$ cat src/rtl/echo_seq_pkg.sv
package echo_seq_pkg;
  localparam int SLOT_W    = 5;
  localparam int POS_W     = 6;
  localparam int LAST_POS  = 45;
  localparam int PRINT_POS = 46;

  typedef struct packed {
    logic              send;   // position sources an echo word
    logic [SLOT_W-1:0] sa;     // store slot (read) or first operand (echo)
    logic [SLOT_W-1:0] sb;     // second echo operand
    logic              flip;   // direction changes after this transfer
  } step_t;

  function automatic step_t decode_step(input logic [POS_W-1:0] p);
    step_t s;
    int    n;
    n      = int'(p);
    s.send = 1'b1;
    s.flip = 1'b0;
    s.sa   = '0;
    s.sb   = '0;
    if (n <= 17) begin
      s.send = 1'b0;
      s.sa   = SLOT_W'(n);
      s.flip = (n == 17);
    end else begin
      case (n)
        18: begin s.sa = 5'd2;  s.sb = 5'd10; end
        19: begin s.sa = 5'd3;  s.sb = 5'd11; s.flip = 1'b1; end
        20: begin s.send = 1'b0; s.sa = 5'd18; end
        21: begin s.send = 1'b0; s.sa = 5'd19; s.flip = 1'b1; end
        22: begin s.sa = 5'd12; s.sb = 5'd2;  end
        23: begin s.sa = 5'd13; s.sb = 5'd3;  s.flip = 1'b1; end
        24: begin s.send = 1'b0; s.sa = 5'd20; end
        25: begin s.send = 1'b0; s.sa = 5'd21; s.flip = 1'b1; end
        26: begin s.sa = 5'd0;  s.sb = 5'd0;  end
        27: begin s.sa = 5'd1;  s.sb = 5'd1;  s.flip = 1'b1; end
        28: begin s.send = 1'b0; s.sa = 5'd22; end
        29: begin s.send = 1'b0; s.sa = 5'd23; s.flip = 1'b1; end
        default: begin
          s.sa   = SLOT_W'(n - 28);
          s.sb   = SLOT_W'(n - 28);
          s.flip = (n == LAST_POS);
        end
      endcase
    end
    return s;
  endfunction
endpackage

$ cat src/rtl/echo_step_decode.sv
module echo_step_decode
  import echo_seq_pkg::*;
(
  input  logic [POS_W-1:0]  pos,
  output logic              send,
  output logic [SLOT_W-1:0] slot_a,
  output logic [SLOT_W-1:0] slot_b,
  output logic              flip
);
  step_t st;

  always_comb begin
    st     = decode_step(pos);
    send   = st.send;
    slot_a = st.sa;
    slot_b = st.sb;
    flip   = st.flip;
  end
endmodule

$ cat src/rtl/echo_step_ctl.sv
module echo_step_ctl
  import echo_seq_pkg::*;
(
  input  logic             clk,
  input  logic             rst_n,
  input  logic             go,
  input  logic             chan_drop,
  input  logic             rx_valid,
  input  logic             tx_ready,
  input  logic             flip,
  input  logic             send,
  output logic             rx_ready,
  output logic             tx_valid,
  output logic [POS_W-1:0] pos,
  output logic             dir,
  output logic             eor,
  output logic             line_done
);
  logic active;
  logic at_print;
  logic rx_fire;
  logic tx_fire;

  assign at_print  = (pos == POS_W'(PRINT_POS));
  assign rx_ready  = active && !dir && !at_print && !chan_drop;
  assign tx_valid  = active &&  dir && !at_print && !chan_drop;
  assign rx_fire   = rx_valid && rx_ready;
  assign tx_fire   = tx_valid && tx_ready;
  assign eor       = tx_fire && (pos == POS_W'(LAST_POS));
  assign line_done = active && (at_print || chan_drop);

  always_ff @(posedge clk) begin
    if (!rst_n) begin
      active <= 1'b0;
      pos    <= '0;
      dir    <= 1'b0;
    end else if (!active) begin
      pos <= '0;
      dir <= 1'b0;
      if (go) active <= 1'b1;
    end else if (chan_drop) begin
      active <= 1'b0;
      pos    <= '0;
      dir    <= 1'b0;
    end else if (at_print) begin
      pos <= '0;
    end else if (rx_fire || tx_fire) begin
      pos <= pos + 1'b1;
      if (flip) dir <= !dir;
    end
  end

  AST_DIR_MATCH: assert property (@(posedge clk) disable iff (!rst_n)
    (active && !at_print) |-> (dir == send));
  AST_ONE_SIDE: assert property (@(posedge clk) disable iff (!rst_n)
    !(rx_ready && tx_valid));
  AST_POS_RANGE: assert property (@(posedge clk) disable iff (!rst_n)
    pos <= POS_W'(PRINT_POS));
  AST_WRAP: assert property (@(posedge clk) disable iff (!rst_n)
    (active && at_print && !chan_drop) |=> (pos == '0) && active);
  AST_EOR_POS: assert property (@(posedge clk) disable iff (!rst_n)
    eor |=> line_done || !active);
  AST_DROP_IDLE: assert property (@(posedge clk) disable iff (!rst_n)
    (active && chan_drop) |=> !rx_ready && !tx_valid && (pos == '0));
endmodule

$ cat src/rtl/echo_read_seq.sv
module echo_read_seq
  import echo_seq_pkg::*;
#(
  parameter int DATA_W = 36
) (
  input  logic              clk,
  input  logic              rst_n,
  input  logic              go,
  input  logic              chan_drop,
  input  logic              rx_valid,
  output logic              rx_ready,
  input  logic [DATA_W-1:0] rx_data,
  output logic              mem_we,
  output logic [SLOT_W-1:0] mem_slot,
  output logic [DATA_W-1:0] mem_wdata,
  output logic [SLOT_W-1:0] mem_ra,
  output logic [SLOT_W-1:0] mem_rb,
  input  logic [DATA_W-1:0] mem_da,
  input  logic [DATA_W-1:0] mem_db,
  output logic              tx_valid,
  input  logic              tx_ready,
  output logic [DATA_W-1:0] tx_data,
  output logic              echo_dir,
  output logic              eor,
  output logic              line_done
);
  logic [POS_W-1:0]  pos;
  logic              send;
  logic              flip;
  logic [SLOT_W-1:0] sa;
  logic [SLOT_W-1:0] sb;

  echo_step_decode u_dec (
    .pos    (pos),
    .send   (send),
    .slot_a (sa),
    .slot_b (sb),
    .flip   (flip)
  );

  echo_step_ctl u_ctl (
    .clk       (clk),
    .rst_n     (rst_n),
    .go        (go),
    .chan_drop (chan_drop),
    .rx_valid  (rx_valid),
    .tx_ready  (tx_ready),
    .flip      (flip),
    .send      (send),
    .rx_ready  (rx_ready),
    .tx_valid  (tx_valid),
    .pos       (pos),
    .dir       (echo_dir),
    .eor       (eor),
    .line_done (line_done)
  );

  assign mem_we    = rx_valid && rx_ready;
  assign mem_slot  = sa;
  assign mem_wdata = rx_data;
  assign mem_ra    = sa;
  assign mem_rb    = sb;
  assign tx_data   = mem_da & mem_db;

  AST_TX_HOLD: assert property (@(posedge clk) disable iff (!rst_n)
    (tx_valid && !tx_ready && !chan_drop) |=> tx_valid && $stable(mem_ra) && $stable(mem_rb));
  AST_NO_WR_ECHO: assert property (@(posedge clk) disable iff (!rst_n)
    echo_dir |-> !mem_we);
endmodule

$ cat config.mk
export PLATFORM = sky130hd
export DESIGN_NAME = echo_read_seq
export DESIGN_NICKNAME = d
export VERILOG_FILES = /design/src/rtl/echo_seq_pkg.sv /design/src/rtl/echo_step_decode.sv /design/src/rtl/echo_step_ctl.sv /design/src/rtl/echo_read_seq.sv
export SDC_FILE = /design/constraint.sdc
export NUM_CORES = 1
export LEC_CHECK = 0
export ABC_AREA = 1
export CAP_MARGIN = 20
export CORE_MARGIN = 8
export CORE_UTILIZATION = 40
export CTS_CLUSTER_DIAMETER = 60
export DETAILED_ROUTE_END_ITERATION = 7
export DONT_BUFFER_PORTS = 1
export GPL_TIMING_DRIVEN = 0
export PLACE_DENSITY = 0.63
export SYNTH_ARGS = -nofsm -noshare
export SYNTH_HDL_FRONTEND = slang
export SYNTH_HIERARCHICAL = 1
export SYNTH_SLANG_ARGS = --single-unit
$ cat constraint.sdc
create_clock -name clk -period 2.4 [get_ports clk]
set_input_delay 0.36 -clock clk [delete_from_list [all_inputs] [get_ports clk]]
set_output_delay 0.36 -clock clk [all_outputs]
set_load 0.01 [all_outputs]
### Word level (Yosys, flattened, before mapping)

Index checks and enable logic that the tools add are counted.

* register bits: 8
* input bits: 114
* output and inout bits: 93
* word-level logic and storage cells: 56

* $add $sub $neg: 2
* order comparisons: 1
* equal/unequal tests: 16
* multiplexer cells: 9
* bitwise logic cells: 4
* reductions and logical operators: 21

Operators by type and width (number)
* equality test 6 x 5 -> 1 bit, second input constant: 12
* one-hot mux 5 bit (12 select lines): 1
* bitwise AND 36 bit: 1
* one-hot mux 5 bit (6 select lines): 1
* equality test 6 bit, second input constant: 4
* OR reduction 6 bit: 2
* logical AND 1 bit: 10
* 2-to-1 mux 5 bit: 2
* OR reduction 7 bit: 1
* adder 6 x 1 -> 6 bit, second input constant: 1
* less-or-equal comparator 6 x 5 -> 1 bit, second input constant: 1
* subtractor 5 bit, second input constant: 1
* 2-to-1 mux 1 bit: 4
* OR reduction 4 bit: 1
* zero test 1 bit: 3
* NOT 1 bit: 3
* AND reduction 3 bit: 1
* OR reduction 3 bit: 1
* logical OR 1 bit: 2
* one-hot mux 1 bit (2 select lines): 1

### Depth between registers and ports, before layout

* word-level depth: 7
* gate-level depth with buffers: 13
* depth with buffers taken out: 13

### Modules after synthesis

Netlist, hierarchy kept.

Modules (own cells, without submodules)
* echo_read_seq: times used 1, cells an instance 115, area each 585.6 um2, sequential area each 0.0 um2
* echo_step_decode: times used 1, cells an instance 84, area each 541.8 um2, sequential area each 0.0 um2
* echo_step_ctl: times used 1, cells an instance 78, area each 515.5 um2, sequential area each 160.2 um2

### Worst setup path before layout

Ideal clock, no wire load.

* path type: reg2out
* start: reg u_ctl.pos[2]
* end: out mem_slot[3]
* arrival: 1.678 ns
* data required time: 2.040 ns
* slack: 0.362 ns
* cell stages (with the launch flop): 9
* buffers on the path: 1
* path through: dfxtp_1 -> inv_1 -> ha_1 -> nand3_4 -> nand3_4 -> nor2_4 -> nand2_2 -> a21oi_1 -> buf_4

* word-level cells in the longest chain between the ends: 3
* elaborated cells on any way between the ends: 16
* those cells by class: 1 x add/sub; 1 x order compare; 12 x eq/ne; 2 x mux

Ends and longest elaborated chain
* start, declared: line echo_step_ctl.sv:14 `output logic [POS_W-1:0] pos,`
* start signal, assigned: line echo_step_ctl.sv:48 `pos <= pos + 1'b1;`
* subtractor 5 bit or equality test 6 x 5 -> 1 bit (tied branches): line echo_seq_pkg.sv:41, echo_seq_pkg.sv:27
* one-hot mux 5 bit (12 select lines): line echo_seq_pkg.sv:27 `case (n)`
* 2-to-1 mux 5 bit *: line echo_seq_pkg.sv:22 `if (n <= 17) begin`
* end, declared: line echo_read_seq.sv:14 `output logic [SLOT_W-1:0] mem_slot,`

Mark *: on every way between the ends. The rest lies on a longest branch, timed or not.

### Worst setup path after layout

* start: reg u_ctl.pos[1]
* end: out mem_slot[3]

The elaborated chain is that of the path after synthesis.

==> summary.md <==
| Metric | Value |
|---|---|
| Outcome | `finished clean` |
| # fillers | `434` |
| Largest net degree at the start of global routing | `13` |
| Hold Path Depth | `2` |
| Drt first-iter violations | `62` |
| LEAKAGE | `1.08 nW` |
| Num Clock Sinks | `8` |
| Design Power | `0.426 mW` |
| Final Hold Fails | `0` |
| First-pass GRT wire length | `6810 µm` |
| Layout Area Growth over Synthesis | `7.34%` |
| Nets@finish | `401` |
| Clk slew on worst S/H paths | `40 ps` |
| Vias/cell | `4.75` |
| H-Tree Depth | `1` |
| Worst EP arrival | `1890 ps` |
| First-pass DRT Iterations | `4` |
| Initial antenna violation count | `0` |
| Die height | `79.9 µm` |
| Worst setup path startpoint | `u_ctl/pos[1]` |
| FP Rows | `23` |
| Syn Inst Count | `275` |
| Crit share post-route | `93.9%` |
| Post-Route Skew | `2.14 ps` |
| Detailed Route WL | `4750 µm` |
| Routed WL per cell | `14.5 µm` |
| Residual DRC count | `0` |
| Multi-input gate area | `908 µm²` |
| Switching part of the total | `30.3%` |
| Unrepaired setup endpoints after global routing | `false` |
| Total GRT Usage | `12.4%` |
| Clk pwr share | `38.1%` |
| CP Launch Type | `flop` |
| Post-CTS setup buffer count | `0` |
| Critical Path End Type | `output port` |
| Total CTS buffers | `3` |
| Sequential Area | `166 µm²` |
| Num ports | `207` |
| Synth Net Count | `396` |
| Overflow after GRT | `0` |
| Ys Warns | `6` |
| Max_cap viols | `0` |
| Core Area | `3970 µm²` |
| PwrDens | `243 nW/µm²` |
| Slew at the pin with the worst max-slew slack | `553 ps` |
| Vias in the first global route | `1628` |
| Worst reg2reg startpoint | `u_ctl/pos[1]` |
| Setup slack, reg-to-reg | `600 ps` |
| Die width | `79.9 µm` |
| Post-synthesis average cell area | `5.95 µm²` |
| Initial core utilization | `41.2%` |
| Combinational power share | `30.3%` |
| R2R cell count | `10` |
| Worst endpoint required time | `2040 ps` |
| Internal power | `0.297 mW` |
| Clk buf depth | `2` |
| Sequential Power Share | `31.6%` |
| Buffers on Ports | `0` |
| Number of routed nets with antenna violations | `0` |
| HPWL Detailed | `4270 µm` |
| CP max FO | `12` |
| Reg2reg end | `u_ctl/dir` |
| Slew HR | `63.1%` |
| Slew Limit Fails | `0` |
| Share of layout cells above drive strength 1 | `30.2%` |
| Worst VDD drop | `160 µV` |
| Worst Hold Class | `input port to flop` |
| CTS Root Buffer Type | `clkbuf_8` |
| Antenna diodes | `0` |
| CTS tree | `yes` |
| Die footprint | `6390 µm²` |
| Min cycle time layout | `2250 ps` |
| Total Neg Setup Slack | `0 ps` |
| Vias | `1557` |
| GPL Wtd Cong | `0.796` |
| Latest clock arrival within the worst-skew pair | `230 ps` |
| Fmax | `444 MHz` |
| CP Class | `flop to output port` |
| Switching power | `0.129 mW` |
| Final setup viols | `0` |
| Crit path to | `mem_slot[3]` |
| Syn Std Cell Area | `1640 µm²` |
## worst max-delay path, stage by stage, from the launching register on
cell and delay, ps:
dfxtp_1 660, nor2_2 130, nand3_2 160, nand3_4 100, nor2_4 150, nand2_2 80, a21oi_2 220, buf_4 160
## layout by cell type, fill, tap and decap left out, types with 2 or more instances in the layout
cell / n
dfxtp_2: 2
nor3_1: 3
nor2_2: 3
ha_1: 7
o21ai_0: 2
nand2_4: 2
inv_1: 62
a21oi_2: 2
nand3_2: 7
nand3_1: 14
a21oi_1: 10
inv_2: 4
nand2_2: 5
nand2_1: 71
dfxtp_1: 5
clkbuf_8: 3
nor2_1: 17
nand3_4: 3
nor3_2: 2
buf_4: 41
nor2_4: 2
## flip-flops by register name (all words and copies together) (netlist names)
register	count
u_ctl/pos	6
u_ctl/dir	1
u_ctl/active	1
## layout make-up
cell class                      count  area share [%]
Buffer                             43            18.4
Sequential cell                     8            9.48
Clock buffer                        3            2.35
Tap cell                           50            3.56
Multi-Input combinational cell    157            51.7
Inverter                           67            14.5
## metal layers
layer / GRT usage, % / up-vias / part of all wire, %
met1: 11.7 / 675 / 36
li1: - / 782 / -
met5: 0 / - / 0
met4: 3.82 / 0 / 0.36
met2: 24.4 / 98 / 53
met3: 3.94 / 2 / 11
## timing repair
item,CTS,global route
hold buffers,0,0
endpoints found under the setup margin,6,3
gates cloned,0,0
gates resized for setup,4,2
## worst min-delay path by stage
stage / startpoint / to / slack (ps)
floorplan: u_ctl/active / u_ctl/active / 490
global placement: rst_n / u_ctl/active / 510
detailed placement: rst_n / u_ctl/active / 510
CTS: rst_n / u_ctl/active / 270
global route: rst_n / u_ctl/active / 270
finish: rst_n / u_ctl/active / 270
## power groups by stage
stage	logic [mW]	clock network (mW)	registers [mW]
2_1_floorplan	0.117	0	0.138
3_3_place_gp	0.131	0	0.138
3_5_place_dp	0.132	0	0.138
4_1_cts	0.132	0.169	0.136
5_1_grt	0.141	0.173	0.135
6_report	0.129	0.163	0.135
## stage by stage
| stage | setup WS [ps] | cell area (µm²) | utilization, % | std cells | hold WS (ps) |
|---|---|---|---|---|---|
| 6_report | 147 | 1760 | 44.2 | 328 | 271 |
| 5_1_grt | 5.85 | 1760 | 44.2 | 328 | 274 |
| 4_1_cts | 82.7 | 1750 | 44.1 | 328 | 266 |
| 3_5_place_dp | 96.1 | 1700 | 42.8 | 325 | 509 |
| 3_3_place_gp | 103 | 1700 | 42.8 | 325 | 507 |
| 2_1_floorplan | 362 | 1640 | - | 275 | 491 |
(Power assumes the default switching activity.)
